### src/rtl/stripe_pkg.sv
package stripe_pkg;
  typedef enum logic [2:0] {
    S_IDLE,
    S_RD_D,
    S_WT_D,
    S_RD_P,
    S_WT_P,
    S_WR_D,
    S_WR_P
  } seq_state_t;
endpackage

### src/rtl/stripe_map.sv
module stripe_map #(
  parameter int NCOL  = 5,
  parameter int LBA_W = 8,
  parameter int COL_W = $clog2(NCOL)
) (
  input  logic [LBA_W-1:0] lba,
  output logic [LBA_W-1:0] row,
  output logic [COL_W-1:0] dcol,
  output logic [COL_W-1:0] pcol
);
  localparam int DCOLS = NCOL - 1;

  logic [COL_W-1:0] pos;
  logic [COL_W-1:0] rmod;

  always_comb begin
    row  = lba / LBA_W'(DCOLS);
    pos  = COL_W'(lba % LBA_W'(DCOLS));
    rmod = COL_W'(row % LBA_W'(NCOL));
    pcol = COL_W'(NCOL - 1) - rmod;
    dcol = (pos >= pcol) ? pos + COL_W'(1) : pos;
  end
endmodule

### src/rtl/parity_acc.sv
module parity_acc #(
  parameter int DATA_W = 16
) (
  input  logic              clk,
  input  logic              rst,
  input  logic              seed_en,
  input  logic              fold_en,
  input  logic [DATA_W-1:0] seed_val,
  input  logic [DATA_W-1:0] din,
  output logic [DATA_W-1:0] acc
);
  always_ff @(posedge clk) begin
    if (rst)          acc <= '0;
    else if (seed_en) acc <= din ^ seed_val;
    else if (fold_en) acc <= acc ^ din;
  end
endmodule

### src/rtl/write_seq.sv
module write_seq
  import stripe_pkg::*;
(
  input  logic clk,
  input  logic rst,
  input  logic wr_valid,
  input  logic cmd_ready,
  input  logic rsp_valid,
  output logic wr_ready,
  output logic capture,
  output logic cmd_valid,
  output logic cmd_write,
  output logic sel_par,
  output logic seed_en,
  output logic fold_en,
  output logic done
);
  seq_state_t state_q, state_d;
  logic       done_d;

  always_comb begin
    state_d = state_q;
    done_d  = 1'b0;
    seed_en = 1'b0;
    fold_en = 1'b0;
    capture = 1'b0;
    unique case (state_q)
      S_IDLE: if (wr_valid) begin capture = 1'b1; state_d = S_RD_D; end
      S_RD_D: if (cmd_ready) state_d = S_WT_D;
      S_WT_D: if (rsp_valid) begin seed_en = 1'b1; state_d = S_RD_P; end
      S_RD_P: if (cmd_ready) state_d = S_WT_P;
      S_WT_P: if (rsp_valid) begin fold_en = 1'b1; state_d = S_WR_D; end
      S_WR_D: if (cmd_ready) state_d = S_WR_P;
      S_WR_P: if (cmd_ready) begin done_d = 1'b1; state_d = S_IDLE; end
      default: state_d = S_IDLE;
    endcase
  end

  always_ff @(posedge clk) begin
    if (rst) begin
      state_q <= S_IDLE;
      done    <= 1'b0;
    end else begin
      state_q <= state_d;
      done    <= done_d;
    end
  end

  assign wr_ready  = (state_q == S_IDLE);
  assign cmd_valid = (state_q == S_RD_D) || (state_q == S_RD_P) ||
                     (state_q == S_WR_D) || (state_q == S_WR_P);
  assign cmd_write = (state_q == S_WR_D) || (state_q == S_WR_P);
  assign sel_par   = (state_q == S_RD_P) || (state_q == S_WR_P);
endmodule

### src/rtl/parity_stripe_writer.sv
module parity_stripe_writer #(
  parameter int NCOL   = 5,
  parameter int LBA_W  = 8,
  parameter int DATA_W = 16,
  parameter int COL_W  = $clog2(NCOL)
) (
  input  logic              clk,
  input  logic              rst,
  input  logic              wr_valid,
  output logic              wr_ready,
  input  logic [LBA_W-1:0]  wr_lba,
  input  logic [DATA_W-1:0] wr_data,
  output logic              cmd_valid,
  input  logic              cmd_ready,
  output logic [COL_W-1:0]  cmd_col,
  output logic [LBA_W-1:0]  cmd_row,
  output logic              cmd_write,
  output logic [DATA_W-1:0] cmd_wdata,
  input  logic              rsp_valid,
  input  logic [DATA_W-1:0] rsp_data,
  output logic              done
);
  logic [LBA_W-1:0]  map_row;
  logic [COL_W-1:0]  map_dcol, map_pcol;
  logic [LBA_W-1:0]  row_q;
  logic [COL_W-1:0]  dcol_q, pcol_q;
  logic [DATA_W-1:0] data_q, acc;
  logic              capture, sel_par, seed_en, fold_en;

  stripe_map #(.NCOL(NCOL), .LBA_W(LBA_W), .COL_W(COL_W)) u_map (
    .lba(wr_lba), .row(map_row), .dcol(map_dcol), .pcol(map_pcol)
  );

  write_seq u_seq (
    .clk(clk), .rst(rst), .wr_valid(wr_valid), .cmd_ready(cmd_ready),
    .rsp_valid(rsp_valid), .wr_ready(wr_ready), .capture(capture),
    .cmd_valid(cmd_valid), .cmd_write(cmd_write), .sel_par(sel_par),
    .seed_en(seed_en), .fold_en(fold_en), .done(done)
  );

  parity_acc #(.DATA_W(DATA_W)) u_acc (
    .clk(clk), .rst(rst), .seed_en(seed_en), .fold_en(fold_en),
    .seed_val(data_q), .din(rsp_data), .acc(acc)
  );

  always_ff @(posedge clk) begin
    if (rst) begin
      row_q  <= '0;
      dcol_q <= '0;
      pcol_q <= '0;
      data_q <= '0;
    end else if (capture) begin
      row_q  <= map_row;
      dcol_q <= map_dcol;
      pcol_q <= map_pcol;
      data_q <= wr_data;
    end
  end

  assign cmd_row   = row_q;
  assign cmd_col   = sel_par ? pcol_q : dcol_q;
  assign cmd_wdata = sel_par ? acc : data_q;
endmodule

### config.mk
export PLATFORM = sky130hd
export DESIGN_NAME = parity_stripe_writer
export DESIGN_NICKNAME = d
export VERILOG_FILES = /design/src/rtl/stripe_pkg.sv /design/src/rtl/stripe_map.sv /design/src/rtl/parity_acc.sv /design/src/rtl/write_seq.sv /design/src/rtl/parity_stripe_writer.sv
export SDC_FILE = /design/constraint.sdc
export NUM_CORES = 1
export LEC_CHECK = 0
export ABC_CLOCK_PERIOD_IN_PS = 4700
export CAP_MARGIN = 30
export CELL_PAD_IN_SITES_DETAIL_PLACEMENT = 0
export CELL_PAD_IN_SITES_GLOBAL_PLACEMENT = 1
export CORE_MARGIN = 1.5
export CORE_UTILIZATION = 32
export DETAILED_ROUTE_END_ITERATION = 16
export GPL_TIMING_DRIVEN = 1
export PLACE_DENSITY = 0.79
export SLEW_MARGIN = 20
export SYNTH_ARGS = -nofsm -noshare
export SYNTH_HDL_FRONTEND = slang
export SYNTH_SLANG_ARGS = --single-unit
### constraint.sdc
create_clock -name clk -period 4.7 [get_ports clk]
set_input_delay 0.705 -clock clk [delete_from_list [all_inputs] [get_ports clk]]
set_output_delay 0.705 -clock clk [all_outputs]
set_load 0.01 [all_outputs]
==> summary.md <==
| Metric | Value |
|---|---|
| Status | `complete, no violations` |
| TritonCTS buffer count | `5` |
| Std-Cell Rows | `35` |
| Post-synthesis async set-or-reset flop share | `0` |
| Critical path type | `primary input to register` |
| Worst r2r path cells | `5` |
| Final period util | `0.948` |
| Cell count after synthesis | `397` |
| Hold Crit Class | `register to register` |
| Tmin final | `about 4.5 ns` |
| Total Wirelength | `8220 um` |
| CTS tree | `done` |
| I/O pin count | `between 70 and 80` |
| Layout area overhead | `37.8%` |
| Antenna violation net count after detailed routing | `0` |
| Syn Std Cell Area | `between 2000 and 3000 sq um` |
| Largest net degree at the start of global routing | `between 50 and 60` |
| CP arrival | `4.67 ns` |
| Mapped Avg Cell Area | `around 7.5 sq um` |
| Fin area | `about 4100 sq um` |
| Total GRT Usage | `0.165` |
| CTS Root Cell | `clkbuf_8` |
| Post-synth top area share | `0.321` |
| Post-synth EDFFs | `0` |
| Synth cell types | `50` |
| Setup violators final | `0` |
| Port bufs | `between 70 and 80` |
| FMAX | `roughly 0.22 GHz` |
| Final Max Slew Viols | `0` |
| Leakage | `about 1.6 nW` |
| Critical Path Sink Type | `register` |
| Crit-path max FO | `5` |
| Critical Path End | `dcol_q[0]$_SDFFE_PP0P_` |
| Critical path startpoint category | `primary input` |
| Antenna Cells | `0` |
| Initial antenna violation count | `0` |
| Die Y | `approximately 100 um` |
| RePlAce Congestion | `about 0.77` |
| Drt wl/cell | `between 10 and 15 um` |
| Yosys warns | `0` |
| Area after DPL | `a little under 4000 sq um` |
| CTS H-Tree Depth | `2` |
| # DRC | `0` |
| CTS clk-pin slew, worst paths | `about 0.090 ns` |
| Critical Path RT | `about 4.9 ns` |
| Yosys reg bits | `48` |
| Vias in the first global route | `between 2000 and 3000` |
| Gr ovfl total | `0` |
| Die footprint | `between 9000 and 10000 sq um` |
| Post-layout nets | `about 530` |
| Vias | `3087` |
| Via-to-Cell Ratio | `between 5 and 6` |
| Initial DRC Count | `94` |
| Synth Flop Type | `dfxtp_1` |
| Power per Cell Area | `between 200 and 300 nW/um^2` |
| Register area share after synthesis | `0.321` |
| Worst Setup SP | `wr_lba[4]` |
| Worst-Margin Slew | `around 0.8 ns` |
| Max_cap viols | `0` |
| Hold Buf Count CTS | `0` |
| Initial Utilization | `0.327` |
| Worst relative slew slack | `0.451` |
| Final Hold Fails | `0` |
| Core Region | `9150 sq um` |
| Global-route wire length before repair | `13500 um` |
| DR pass1 iterations | `4` |
| Reg2reg setup slack | `around 2.5 ns` |
| Layout Skew | `slightly above 0.006 ns` |
| Detailed Place HPWL | `between 5000 and 6000 um` |
| Worst Setup Slack, final | `around 0.24 ns` |
| Clk sink count | `48` |
| CTS max path bufs | `2` |
| Die width | `~100 um` |
| Worst skew pair latency | `0.30 ns` |
| RR Endpoint | `dcol_q[1]$_SDFFE_PP0P_` |
| Placement Setup Slack | `-0.538 ns` |
| Peak supply drop | `between 0.1 and 0.15 mV` |
| Share of cells above drive strength 1 | `0.160` |
| Yosys top cell by area | `dfxtp_1` |
| Reg2reg start | `u_seq.state_q[0]$_SDFFE_PP0P_` |
| Synth area leaders | `dfxtp_1, a21oi_1, nand2_1` |
==> cell type report <==
type / count / area [sq um]
Clock buffer: 6 / 82.6
Clock inverter: 2 / 13.8
Fill cell: 893 / 5030
Inverter: 10 / 37.5
Multi-Input combinational cell: 312 / 1930
Sequential cell: 48 / 961
Tap cell: 111 / 139
Timing Repair Buffer: 102 / 957
==> through the flow <==
step	instances	hold WS, ns	utilization	total power [mW]	setup TNS [ns]
after global routing	591	0.489	0.450	1.17	-0.0254
final	591	0.466	0.450	1.10	0
after global placement	578	0.445	0.428	0.801	-0.844
after floorplan	398	0.434	-	0.659	0
after CTS	587	0.465	0.443	1.09	0
after detailed placement	578	0.450	0.428	0.808	-1.37
==> how the worst min path moves through the flow <==
| stage | end | slack [ns] | start | depth (start not counted) |
|---|---|---|---|---|
| after floorplan | pcol_q[0]$_SDFFE_PP0P_ | 0.43 | pcol_q[0]$_SDFFE_PP0P_ | 2 |
| after global placement | cmd_row[0]$_SDFFE_PP0P_ | 0.45 | cmd_row[0]$_SDFFE_PP0P_ | 2 |
| after detailed placement | cmd_row[3]$_SDFFE_PP0P_ | 0.45 | cmd_row[3]$_SDFFE_PP0P_ | 2 |
| after CTS | cmd_row[4]$_SDFFE_PP0P_ | 0.47 | cmd_row[4]$_SDFFE_PP0P_ | 2 |
| after global routing | cmd_row[2]$_SDFFE_PP0P_ | 0.49 | cmd_row[2]$_SDFFE_PP0P_ | 2 |
| final | cmd_row[0]$_SDFFE_PP0P_ | 0.47 | cmd_row[0]$_SDFFE_PP0P_ | 2 |
==> state kept, by name (all words and copies together) (netlist names) <==
signal,cells
pcol_q,3
u_seq.state_q,3
data_q,16
u_seq.done,1
cmd_row,6
dcol_q,3
u_acc.acc,16
==> critical path, stage by stage <==
cell             delay, ns
clkdlybuf4s50_1       0.54
a21oi_2               0.06
a21oi_2               0.14
ha_2                  0.22
and4bb_1              0.23
a211oi_2              0.23
a31oi_2               0.07
buf_4                 0.16
a21oi_2               0.14
inv_1                 0.07
ha_1                  0.17
inv_1                 0.06
a2bb2oi_2             0.06
or2_4                 0.24
mux2i_1               0.18
xnor2_1               0.17
ha_1                  0.28
a21oi_2               0.15
inv_1                 0.05
o211a_1               0.12
or3_1                 0.36
a311oi_2              0.26
==> layer usage <==
| layer | GRT usage | share of wire | vias up |
|---|---|---|---|
| li1 | - | - | 1563 |
| met1 | 0.211 | 0.47 | 1463 |
| met2 | 0.285 | 0.48 | 53 |
| met3 | 0.0330 | 0.041 | 8 |
| met4 | 0.0401 | 0.0084 | 0 |
| met5 | 0 | 0 | - |
==> where the power goes <==
part           internal (mW)  switching (mW)
combinational          0.197           0.170
clock                  0.121           0.146
sequential             0.438          0.0273
total                  0.756           0.344
==> cells in the final DEF, fill, tap and decap left out, types with 5 or more instances in the layout <==
cell             count
a21oi_2              5
ha_1                 6
o21ai_0             24
nand2_1             80
mux2_2              19
dfxtp_1             48
nand2b_1             5
clkdlybuf4s50_1     69
nor2_1              25
xnor2_1              5
nand3b_1             6
o2111ai_1           14
buf_4               27
inv_1                9
mux2i_1              5
clkbuf_8             6
nor3_1               5
a21oi_1             65
==> synthesized netlist by cell type (all sizes together) (2+ instances only) <==
cell type  number
xor2            2
inv            10
o2111ai        14
o21ai          24
nand3b          6
clkbuf         22
a21o            3
a211oi          2
mux2i           5
and2            3
dfxtp          48
a32oi           2
xnor2           6
nor3            6
nand2          80
o211a           3
buf             6
nand2b          5
nor4b           2
nor3b           2
o31ai           2
a31oi           3
nor2b           3
mux2           19
nand3           2
a21oi          70
ha              7
nor2           25
==> logic make-up after synthesis <==
logic type                 share of synthesized area
AOI/OAI and AO/OA                              0.266
xor gates and xnor gates                      0.0234
adders and majority gates                     0.0293
buffers and inverters                         0.0577
DFF                                            0.321
muxes                                         0.0882
other                                        0.00125
and+or+nand+nor                                0.212
==> what timing repair did <==
item / in CTS / in global routing
endpoints found under the setup margin: 3 / 3
setup buffers: 1 / 2
resized for setup: 10 / 8
pin swaps: 4 / 8
No activity file was read; power rests on OpenSTA's default activity.
